$ cat src/rtl/dqc_pkg.sv
package dqc_pkg;

  localparam logic [3:0] MODE_SIMPLE = 4'd0;
  localparam logic [3:0] FMT_BCD     = 4'd0;

  typedef enum logic {CONV_IDLE, CONV_RUN} conv_state_e;

  // position index along the four-state phase cycle: {B, A^B}
  function automatic logic [1:0] quad_pos(input logic [1:0] ab);
    return {ab[0], ab[1] ^ ab[0]};
  endfunction

endpackage

$ cat src/rtl/quad_decode.sv
module quad_decode #(
  parameter int SYNC_STAGES = 2
) (
  input  logic clk,
  input  logic rst,
  input  logic phase_a,
  input  logic phase_b,
  output logic step_up,
  output logic step_dn
);
  import dqc_pkg::*;

  logic [1:0] sync_q [SYNC_STAGES];
  logic [1:0] prev_q;
  logic [1:0] delta;

  always_ff @(posedge clk) begin
    if (rst) begin
      for (int i = 0; i < SYNC_STAGES; i++) sync_q[i] <= '0;
      prev_q <= '0;
    end else begin
      sync_q[0] <= {phase_a, phase_b};
      for (int i = 1; i < SYNC_STAGES; i++) sync_q[i] <= sync_q[i-1];
      prev_q <= sync_q[SYNC_STAGES-1];
    end
  end

  always_comb delta = quad_pos(sync_q[SYNC_STAGES-1]) - quad_pos(prev_q);

  // a step of two positions cannot tell direction and is dropped
  assign step_up = (delta == 2'd1);
  assign step_dn = (delta == 2'd3);

endmodule

$ cat src/rtl/updown_cnt.sv
module updown_cnt #(
  parameter int W = 24
) (
  input  logic         clk,
  input  logic         rst,
  input  logic         en,
  input  logic         up,
  input  logic         dn,
  input  logic         clr_cmd,
  output logic [W-1:0] count
);
  localparam logic [W-1:0] ONE = W'(1);

  logic clr_prev;
  logic clr_edge;

  assign clr_edge = clr_cmd & ~clr_prev;

  always_ff @(posedge clk) begin
    if (rst) begin
      count    <= '0;
      clr_prev <= 1'b0;
    end else begin
      clr_prev <= clr_cmd;
      if (clr_edge)        count <= '0;
      else if (en && up)   count <= count + ONE;
      else if (en && dn)   count <= count - ONE;
    end
  end

endmodule

$ cat src/rtl/bin2bcd_iter.sv
module bin2bcd_iter #(
  parameter int BIN_W      = 24,
  parameter int DIGITS     = 8,
  parameter int OUT_DIGITS = 6
) (
  input  logic                    clk,
  input  logic                    rst,
  input  logic                    start,
  input  logic [BIN_W-1:0]        bin,
  output logic                    busy,
  output logic                    done,
  output logic [4*OUT_DIGITS-1:0] bcd
);
  import dqc_pkg::*;

  localparam int             CW   = $clog2(BIN_W);
  localparam logic [CW-1:0]  LAST = CW'(BIN_W - 1);
  localparam logic [CW-1:0]  INC  = CW'(1);

  conv_state_e           st_q;
  logic [CW-1:0]         n_q;
  logic [BIN_W-1:0]      sh_q, sh_nx;
  logic [4*DIGITS-1:0]   acc_q, acc_adj, acc_nx;

  for (genvar d = 0; d < DIGITS; d++) begin : g_dig
    assign acc_adj[4*d +: 4] = (acc_q[4*d +: 4] >= 4'd5) ? acc_q[4*d +: 4] + 4'd3
                                                         : acc_q[4*d +: 4];
  end

  assign {acc_nx, sh_nx} = {acc_adj, sh_q} << 1;
  assign busy = (st_q == CONV_RUN);

  always_ff @(posedge clk) begin
    if (rst) begin
      st_q  <= CONV_IDLE;
      n_q   <= '0;
      sh_q  <= '0;
      acc_q <= '0;
      done  <= 1'b0;
      bcd   <= '0;
    end else begin
      done <= 1'b0;
      case (st_q)
        CONV_IDLE: begin
          if (start) begin
            sh_q  <= bin;
            acc_q <= '0;
            n_q   <= '0;
            st_q  <= CONV_RUN;
          end
        end
        default: begin
          sh_q  <= sh_nx;
          acc_q <= acc_nx;
          n_q   <= n_q + INC;
          if (n_q == LAST) begin
            st_q <= CONV_IDLE;
            done <= 1'b1;
            bcd  <= acc_nx[4*OUT_DIGITS-1:0];
          end
        end
      endcase
    end
  end

endmodule

$ cat src/rtl/dual_quad_counter.sv
module dual_quad_counter #(
  parameter int CNT_W       = 24,
  parameter int SYNC_STAGES = 2
) (
  input  logic             clk,
  input  logic             rst,
  input  logic [3:0]       op_mode,
  input  logic [3:0]       fmt_sel,
  input  logic             halt,
  input  logic             clr1,
  input  logic             clr2,
  input  logic             qa1,
  input  logic             qb1,
  input  logic             qa2,
  input  logic             qb2,
  output logic [CNT_W-1:0] pv1,
  output logic [CNT_W-1:0] pv2,
  output logic             upd1,
  output logic             upd2
);
  import dqc_pkg::*;

  localparam int NUM_CH      = 2;
  localparam int OUT_DIGITS  = CNT_W / 4;
  localparam int CONV_DIGITS = (CNT_W * 3) / 10 + 1;

  logic [NUM_CH-1:0] qa_v, qb_v, clr_v;
  logic              count_en;
  logic              bcd_sel;

  assign qa_v     = {qa2, qa1};
  assign qb_v     = {qb2, qb1};
  assign clr_v    = {clr2, clr1};
  assign count_en = ~halt & (op_mode == MODE_SIMPLE);
  assign bcd_sel  = (fmt_sel == FMT_BCD);

  for (genvar ch = 0; ch < NUM_CH; ch++) begin : g_ch
    logic                    up, dn, busy, done;
    logic [CNT_W-1:0]        cnt_q;
    logic [4*OUT_DIGITS-1:0] bcd_val;
    logic [CNT_W-1:0]        pv_q;
    logic                    upd_q;

    quad_decode #(.SYNC_STAGES(SYNC_STAGES)) u_dec (
      .clk(clk), .rst(rst), .phase_a(qa_v[ch]), .phase_b(qb_v[ch]),
      .step_up(up), .step_dn(dn)
    );

    updown_cnt #(.W(CNT_W)) u_cnt (
      .clk(clk), .rst(rst), .en(count_en), .up(up), .dn(dn),
      .clr_cmd(clr_v[ch]), .count(cnt_q)
    );

    bin2bcd_iter #(.BIN_W(CNT_W), .DIGITS(CONV_DIGITS), .OUT_DIGITS(OUT_DIGITS)) u_conv (
      .clk(clk), .rst(rst), .start(~busy), .bin(cnt_q),
      .busy(busy), .done(done), .bcd(bcd_val)
    );

    always_ff @(posedge clk) begin
      if (rst) begin
        pv_q  <= '0;
        upd_q <= 1'b0;
      end else if (!bcd_sel) begin
        pv_q  <= cnt_q;
        upd_q <= 1'b1;
      end else if (done) begin
        pv_q  <= bcd_val;
        upd_q <= 1'b1;
      end else begin
        upd_q <= 1'b0;
      end
    end
  end

  assign pv1  = g_ch[0].pv_q;
  assign pv2  = g_ch[1].pv_q;
  assign upd1 = g_ch[0].upd_q;
  assign upd2 = g_ch[1].upd_q;

endmodule

$ cat config.mk
export PLATFORM = sky130hd
export DESIGN_NAME = dual_quad_counter
export DESIGN_NICKNAME = d
export VERILOG_FILES = /design/src/rtl/dqc_pkg.sv /design/src/rtl/quad_decode.sv /design/src/rtl/updown_cnt.sv /design/src/rtl/bin2bcd_iter.sv /design/src/rtl/dual_quad_counter.sv
export SDC_FILE = /design/constraint.sdc
export NUM_CORES = 1
export LEC_CHECK = 0
export ABC_AREA = 1
export BUFFER_PORTS_ARGS = -buffer_cell sky130_fd_sc_hd__buf_4
export CAP_MARGIN = 20
export CORE_ASPECT_RATIO = 0.7
export CORE_MARGIN = 2
export CORE_UTILIZATION = 62
export DETAILED_ROUTE_END_ITERATION = 10
export PLACE_DENSITY = 0.9
export SETUP_SLACK_MARGIN = 0.15
export SLEW_MARGIN = 10
export SYNTH_ARGS = -nofsm -noshare
export SYNTH_HDL_FRONTEND = slang
export SYNTH_SLANG_ARGS = --single-unit
$ cat constraint.sdc
create_clock -name clk -period 3.6 [get_ports clk]
set_input_delay 0 -clock clk [delete_from_list [all_inputs] [get_ports clk]]
set_output_delay 0 -clock clk [all_outputs]
set_load 0.01 [all_outputs]
; Yosys cells after proc, flatten, opt, wreduce, memory -nomap -nowiden
; Memories as Yosys holds them, arrays and structs flattened.
; Cells that the tools add are included.
[classes]
multipliers = 0
n_bitwise = 16
magnitude_cmp = 16
n_div = 0
n_shift = 0
n_addsub = 24
reduce_logical = 16
n_eq_ne = 8
n_mux = 43
[op_table]
columns = cell, n
row1 = $mux W24, 10
row2 = $ge A4 B3 Y1 const B, 16
row3 = $add A4 B2 Y4 const B, 14
row4 = $mux W4, 14
row5 = $add A24 B1 Y24 const B, 2
row6 = $sub A24 B1 Y24 const B, 2
row7 = $mux W1, 13
row8 = $reduce_or A2 Y1, 6
row9 = $add A5 B1 Y5 const B, 2
row10 = $eq A5 B5 Y1 const B, 2
row11 = $logic_not A4 Y1, 2
row12 = $mux W2, 4
row13 = $add A3 B2 Y3 const B, 2
row14 = $mux W3, 2
row15 = $not A1 Y1, 5
row16 = $eq A2 B1 Y1 const B, 2
row17 = $eq A2 B2 Y1 const B, 2
row18 = $logic_and A1 B1 Y1, 4
row19 = $ne A2 B1 Y1 const B, 2
row20 = $or A1 B1 Y1, 4
row21 = $reduce_and A2 Y1, 2
row22 = $reduce_bool A2 Y1, 2
row23 = $sub A2 B2 Y2, 2
row24 = $xor A1 B1 Y1, 4
row25 = $and A1 B1 Y1, 3
[totals]
input_bits = 17
ff_bits = 278
out_inout_bits = 50
latchBits = 0
wordCells = 149
n_memories = 2
ramBits = 8
rom_bits = 0
[mem_list]
columns = memory, words, word_bits, rd, rd_clocked_by_memory_dff, write_ports, line
row1 = g_ch[0].u_dec.sync_q, 2, 2, 2, 0, 2, quad_decode.sv:13  ; logic [1:0] sync_q [SYNC_STAGES];
row2 = g_ch[1].u_dec.sync_q, 2, 2, 2, 0, 2, quad_decode.sv:13

; Logic depth before layout (Yosys ltp)
; Gate-level depths: netlist (run 1).
; An unclocked memory read counts as a cell.
[logic_depth]
word_depth = 7
depth_mapped = 19

; By module
; Synthesis (run 1) repeated with hierarchy kept, for this count alone.
[hier_totals]
hier_cells = 2545
area_unflattened_um2 = 16201.8
[modules_own_cells]
columns = module, instances, cells_per_inst, area_per_inst_um2
row1 = bin2bcd_iter, 2, 533, 3722.3
row2 = dual_quad_counter, 1, 440, 2788.9
row3 = updown_cnt (g_ch[0].u_cnt), 1, 483, 2725.1
row4 = updown_cnt (g_ch[1].u_cnt), 1, 482, 2712.6
row5 = quad_decode, 2, 37, 265.3

; Least setup slack after synthesis (run 1)
; OpenSTA, ideal clock, no wires.
[synth_path]
path_type = register to register
from = memory g_ch[1].u_dec.sync_q[1][0] (netlist: g_ch[1].u_dec.sync_q[0][2])
to = register g_ch[1].u_cnt.count[15]
setup_slack_ps = 1008
path_stages_with_launch = 15
setup_ps = 109
required_time_ps = 3491
t_arrival_ps = 2483
period_less_slack_ps = 2592
path_buffers = 0
cell_sequence = dfxtp_1 -> xnor2_1 -> ha_1 -> nor2_8 -> nand2_2 -> ha_1 -> or2_1 -> nand3_1 -> nand2_2 -> nand2_1 -> nand2_1 -> xor2_1 -> nand2_1 -> nand2_1 -> inv_1
[synth_rtl]
columns = element, line
row1 = start: declaration, quad_decode.sv:13
row2 = end signal: assignment, updown_cnt.sv:26  ; else if (en && up) count <= count + ONE;
row3 = end signal: assignment, updown_cnt.sv:27  ; else if (en && dn) count <= count - ONE;
row4 = end: declaration, updown_cnt.sv:10  ; output logic [W-1:0] count

==> results_dict.tcl, run 1 <==
set metrics [dict create \
    dr.first_iter.drc_count 1357 \
    required_ns 4.04 \
    worst_path_largest_cell_delay_ns 0.42 \
    postCtsSetupBuffers 0 \
    yosysTopAreaCellShare_pct 39.3 \
    globalRouteOverflowTotal 0 \
    cts_buffer_depth 3 \
    synth_top_family_by_area "simple AND/OR/NAND/NOR gates" \
    routed_wl_um 36300 \
    vias_per_cell 5.48 \
    drive_above_1_share_pct 7.94 \
    htreeDepth 1 \
    place_congestion 0.960 \
    min_period_over_period_pct 84.0 \
    setup_viol 0 \
    syn_nets 2060 \
    syn2layout_area_growth_pct 11.5 \
    cts_resized 0 \
    crit_path_top_delay_cell "dfxtp_1" \
    yosys-mux-area-fraction_pct 0 \
    ys_ff_latch 270 \
    rsz0062_at_grt "no" \
    crit_buf_inv 3 \
    max_clock_freq_ghz 0.331 \
    die_x_um 182 \
    synthTopCellsByArea "dfxtp_1, nand2_1, inv_1" \
    yosysTopAreaCell "dfxtp_1" \
    synth_edf_count 0 \
    synth.distinct_cells 41 \
    relSlewSlack_pct 35.0 \
    cts_num_sinks 270 \
    initial_core_util_pct 63.2 \
    antenna_found_initial 0 \
    critPathCaptureType "register" \
    postLayoutSetupSlackWorst_ns 0.577 \
    yosys.area_share.adder_pct 6.94 \
    drcViolationCount 0 \
    cts_buffers 25 \
    cp_max_fo 24 \
    clock_latency_ns 0.55 \
    grt_usage_pct 30.8 \
    rows 45 \
    path_cells "xnor2_1 -> ha_1 -> xor2_1 -> nand2_1 -> nand2_1 -> nand2_4 -> inv_1 -> fa_1 -> inv_1 -> nand3_1 -> nand3_1 -> nand2_1 -> nand2_1 -> nand3_1 -> nand3_1 -> nand3_1 -> nand2_1 -> inv_1" \
    core-area_mm2 0.0217 \
    grt_pass1_wl_um 58200 \
    synthFlopType "dfxtp_1" \
    syn-cell-area_mm2 0.0137 \
    clkTransAtPathRegs_ns 0.06 \
    grt_pass1_vias 11700 \
    tns_ns 0 \
    crit_type "register to register" \
    leakagePower_nw 7.05 \
    netlist_instances 1968 \
    cp-start-kind "register" \
    synth_compound_area_share_pct 14.8 \
    hold_viol_final 0 \
    place_ws_ns 0.638 \
    slew_violations 0 \
    vias 12700 \
    final_nets 2118 \
    min_period_ns 3.02 \
    first_pass_iters 6 \
    numPortBuffers 66 \
    synth.yosys.seq_area_share_pct 39.3 \
    synth_xor_area_share_pct 2.87 \
    n_antenna_cell 0 \
    die_h_um 129 \
    yosys.area_share.simple_pct 23.8 \
    status "complete, no violations" \
    yosysMostFrequentCell "nand2_1" \
    crit_family "simple AND/OR/NAND/NOR gates" \
    final_util_pct 70.5 \
    crit_arrival_ns 3.46 \
    ant_nets 0 \
    async_reset_ff_share_pct 0 \
    die_area_mm2 0.0234 \
    avgRoutedWirePerCell_um 15.6 \
    pin_count 67 \
    synth_warnings 0 \
    tightest_slew_ns 0.973 \
    synth_common_cells "nand2_1, inv_1, dfxtp_1" \
    clock_skew_ns 0.0156 \
    dp.final_hpwl_um 26300 \
    clockRootBuffer "clkbuf_16" \
    peakVddDrop_mv 0.414 \
    grt_max_degree 84 \
    power.density_mw_per_mm2 387 \
    min_path_type "primary input to register" \
    avgSynthCellArea_um2 6.98 \
    drv_cap 0 \
    cts_tree "yes" \
]
timing repair:
action / in CTS / in global routing
setup endpoints to repair: 0 / 0
endpoints found under the hold margin: 23 / 0
hold buffers: 16 / 0
tightest hold or removal path: stages:
cell	delay [ns]
buf_4	0.08
nor3_2	0.03
nand2_2	0.17
nor2_8	0.04
buf_4	0.24
nand2_1	0.09
a21oi_1	0.06
path summary, 6_finish.rpt:
path | startpoint | endpoint | slack [ns] | cells after the start
min reg2reg | g_ch[1].u_dec.sync_q[0][0]$_SDFF_PP0_ | g_ch[1].u_dec.sync_q[0][2]$_SDFF_PP0_ | 0.40 | 2
max | g_ch[0].u_dec.sync_q[0][2]$_SDFF_PP0_ | g_ch[0].u_cnt.count[16]$_SDFFE_PP0P_ | 0.58 | 18
max reg2reg | g_ch[0].u_dec.sync_q[0][2]$_SDFF_PP0_ | g_ch[0].u_cnt.count[16]$_SDFFE_PP0P_ | 0.58 | 18
min | halt | g_ch[1].u_cnt.count[0]$_SDFFE_PP0P_ | 0.21 | 7
flip-flops by register name, indices dropped and copies added (netlist names):
| signal | count |
|---|---|
| g_ch.u_conv.acc_q | 48 |
| g_ch.u_cnt.count | 48 |
| g_ch.u_conv.done | 2 |
| g_ch.u_dec.prev_q | 4 |
| g_ch.u_conv.n_q | 10 |
| pv2 | 24 |
| g_ch.u_dec.sync_q | 8 |
| pv1 | 24 |
| upd1 | 1 |
| g_ch.u_conv.bcd | 48 |
| g_ch.u_cnt.clr_prev | 2 |
| g_ch.u_conv.sh_q | 48 |
| upd2 | 1 |
| g_ch.u_conv.busy | 2 |
layer usage:
layer	global-route usage [%]	routed length [um]	part of all wire, %	vias to the layer above
li1	-	-	-	6346
met1	46.7	17600	48	5834
met2	44.7	14500	40	489
met3	6.65	3500	9.6	65
met4	7.12	747	2.1	0
met5	0	0	0	-
cell families after synthesis:
logic type / after synthesis
xor gates and xnor gates: 45
AOI/OAI and AO/OA: 386
DFF: 270
adders and majority gates: 75
buffers and inverters: 429
and+or+nand+nor: 763
layout by cell type (no fill, tap or decap), drive strengths merged:
| cell type | count |
|---|---|
| o22ai | 41 |
| nor4 | 7 |
| or2 | 14 |
| a21oi | 130 |
| a21o | 5 |
| nand2 | 447 |
| nand4 | 9 |
| buf | 80 |
| fa | 2 |
| o21ai | 197 |
| clkinv | 4 |
| and2 | 2 |
| nor2 | 138 |
| clkinvlp | 3 |
| a31oi | 7 |
| nor3 | 5 |
| inv | 365 |
| dfxtp | 270 |
| clkbuf | 33 |
| nand3b | 4 |
| o211ai | 3 |
| dlygate4sd3 | 16 |
| xor2 | 37 |
| nand3 | 137 |
| xnor2 | 8 |
| ha | 73 |
| o21bai | 3 |
power by group:
part / switching (W) / internal, W
Clock: 0.00117 / 0.00134
Combinational: 0.000250 / 0.000129
Sequential: 0.0000188 / 0.00301
Total: 0.00144 / 0.00448
cell type report:
cell class	instances	area (um^2)
Multi-Input combinational cell	1269	6640
Fill cell	1763	6410
Sequential cell	270	5410
Inverter	364	1370
Timing Repair Buffer	96	801
Clock buffer	33	686
Tap cell	282	353
Clock inverter	8	62.6
through the flow:
step | hold WS (ns) | instances | cell area [um^2] | total power, W
finish | 0.214 | 2322 | 15300 | 0.00592
global route | 0.241 | 2322 | 15300 | 0.00610
CTS | 0.210 | 2321 | 15300 | 0.00592
detailed placement | 0.211 | 2264 | 14400 | 0.00345
global placement | 0.200 | 2263 | 14400 | 0.00344
floorplan | 0.0694 | 1968 | 13700 | 0.00335
Power figures use the tool's default switching activity.
==> run 2: changes to the inputs <==
--- a/config.mk
+++ b/config.mk
@@ -10,9 +10,9 @@
 export CAP_MARGIN = 20
 export CORE_ASPECT_RATIO = 0.7
 export CORE_MARGIN = 2
-export CORE_UTILIZATION = 62
+export CORE_UTILIZATION = 56
 export DETAILED_ROUTE_END_ITERATION = 10
-export PLACE_DENSITY = 0.9
+export PLACE_DENSITY = 0.87
 export SETUP_SLACK_MARGIN = 0.15
 export SLEW_MARGIN = 10
 export SYNTH_ARGS = -nofsm -noshare
==> constraint.sdc (replaced) <==
create_clock -name clk -period 2.62 [get_ports clk]
set_input_delay 0 -clock clk [delete_from_list [all_inputs] [get_ports clk]]
set_output_delay 0 -clock clk [all_outputs]
set_load 0.01 [all_outputs]
==> results_dict.tcl, run 2 (synthesized netlist as in run 1, its figures left out) <==
set metrics [dict create \
    status "finished with violations" \
    violations "setup timing" \
    antenna_found_initial 1 \
    hold_viol_final 0 \
    setup_viol 34 \
    min_period_ns 2.96 \
    final_nets 2235 \
    use_met2_pct 49.4 \
    crit_buf_inv 5 \
    place_area_mm2 0.0150 \
    max_clock_freq_ghz 0.338 \
    syn2layout_area_growth_pct 33.0 \
    rrSetupSlack_ns -0.34 \
    numPortBuffers 66 \
    tightest_slew_ns 0.993 \
    clkTransAtPathRegs_ns 0.07 \
    die_area_mm2 0.0258 \
    vias 14700 \
    grt_usage_pct 32.0 \
    drcViolationCount 0 \
    htreeDepth 1 \
    tns_ns -4.60 \
    stdcell_count 2479 \
    clockRootBuffer "clkbuf_16" \
    top_usage_layer "met2" \
    grt_pass1_wl_um 66100 \
    grt_util_met3_pct 5.98 \
    pin_count 67 \
    r2r_cells 20 \
    crit_type "register to register" \
    slew_violations 0 \
    rows 47 \
    cts_buffer_depth 3 \
    cp_max_fo 6 \
    routed_wl_um 47900 \
    core-area_mm2 0.0239 \
    place_ws_ns -0.186 \
    timing.hold.ws_ns 0.314 \
    crit_path_top_delay_cell "dfxtp_2" \
    avgRoutedWirePerCell_um 19.3 \
    grt_max_degree 49 \
    dp.final_hpwl_um 27700 \
    dr.first_iter.drc_count 2593 \
    layout_commonest_cell "inv_1" \
    power.density_mw_per_mm2 470 \
    crit_arrival_ns 3.39 \
    postLayoutSetupSlackWorst_ns -0.338 \
    cp_num_cells 20 \
    drv_cap 0 \
    die_h_um 135 \
    path_cells "xor2_1 -> ha_1 -> inv_1 -> nand2_1 -> nand2_4 -> buf_12 -> nand2_8 -> ha_4 -> nand2_4 -> inv_1 -> nand2_1 -> nand2_2 -> inv_2 -> nand2_1 -> nand2_1 -> nand3_1 -> nand2_1 -> nand3_2 -> nand2_1 -> inv_1" \
    globalRouteOverflowTotal 0 \
    die_x_um 191 \
    cts_buffers 26 \
    cts_num_sinks 270 \
    ant_nets 0 \
    clock_skew_ns 0.0252 \
    leakagePower_nw 7.98 \
    clock_latency_ns 0.56 \
    holdPathStages 6 \
    critPathCaptureType "register" \
    fin_area_mm2 0.0183 \
    n_antenna_cell 0 \
    peakVddDrop_mv 0.593 \
    met1_usage_pct 45.8 \
    initial_core_util_pct 57.6 \
    dp_cells 2373 \
    min_period_over_period_pct 113 \
    relSlewSlack_pct 33.8 \
    most-common-layout-cells "inv_1, nand2_1, dfxtp_1" \
    crit_family "simple AND/OR/NAND/NOR gates" \
    cts_tree "yes" \
    crit_top_cell "nand2_1" \
    min_path_type "primary input to register" \
    grt_pass1_vias 13000 \
    rsz0062_at_grt "yes" \
    vias_per_cell 5.95 \
    drive_above_1_share_pct 27.0 \
    worst_path_largest_cell_delay_ns 0.32 \
    first_pass_iters 7 \
    cp-start-kind "register" \
    place_congestion 0.981 \
    required_ns 3.05 \
]
## run 2: stage by stage
stage | utilization, % | power, W
after detailed placement | 62.7 | 0.00479
after global routing | 76.5 | 0.00880
after global placement | 62.7 | 0.00477
final | 76.5 | 0.00860
after CTS | 73.0 | 0.00846
after floorplan | - | 0.00460
## run 2: worst paths after layout
path,to,startpoint
worst max-delay path,g_ch[1].u_cnt.count[19]$_SDFFE_PP0P_,g_ch[1].u_dec.prev_q[1]$_SDFF_PP0_
worst max register to register,g_ch[1].u_cnt.count[19]$_SDFFE_PP0P_,g_ch[1].u_dec.prev_q[1]$_SDFF_PP0_
worst min register to register,g_ch[0].u_dec.sync_q[0][2]$_SDFF_PP0_,g_ch[0].u_dec.sync_q[0][0]$_SDFF_PP0_
worst min-delay path,g_ch[1].u_cnt.count[3]$_SDFFE_PP0P_,op_mode[3]
## run 2: repair_timing
item,CTS,global route
gates resized for setup,247,185
setup endpoints to repair,41,43
hold buffers,15,0
hold endpoints to repair,22,0
setup buffers,22,17
pin swaps,97,114
cloned,5,0
## run 2: layout make-up
cell class / instances / area (um^2)
multi-input combinational: 1274 / 8540
fill: 1503 / 5600
sequential: 270 / 5410
timing repair buffer: 207 / 1730
inverter: 364 / 1380
clock buffer: 38 / 766
tap: 318 / 398
clock inverter: 8 / 53.8
## run 2: power breakdown
part	total (W)	internal [W]	switching [W]
logic	0.000790	0.000296	0.000494
registers	0.00416	0.00414	0.0000251
clock network	0.00364	0.00202	0.00162
total	0.00860	0.00646	0.00214
## run 2: routing by layer
metal | part of all wire (%) | wire length [um] | vias up
met5 | 0 | 0 | -
met3 | 12 | 5770 | 282
met4 | 5.3 | 2540 | 0
met1 | 40 | 19100 | 6820
li1 | - | - | 6590
met2 | 43 | 20600 | 1053
## run 2: worst reg2reg max path: stages (launching register included)
cell	delay, ns
dfxtp_2	0.32
xor2_1	0.15
ha_1	0.22
inv_1	0.11
nand2_1	0.12
nand2_4	0.17
buf_12	0.15
nand2_8	0.12
ha_4	0.29
nand2_4	0.11
inv_1	0.07
nand2_1	0.17
nand2_2	0.11
inv_2	0.10
nand2_1	0.09
nand2_1	0.10
nand3_1	0.12
nand2_1	0.11
nand3_2	0.10
nand2_1	0.08
inv_1	0.04
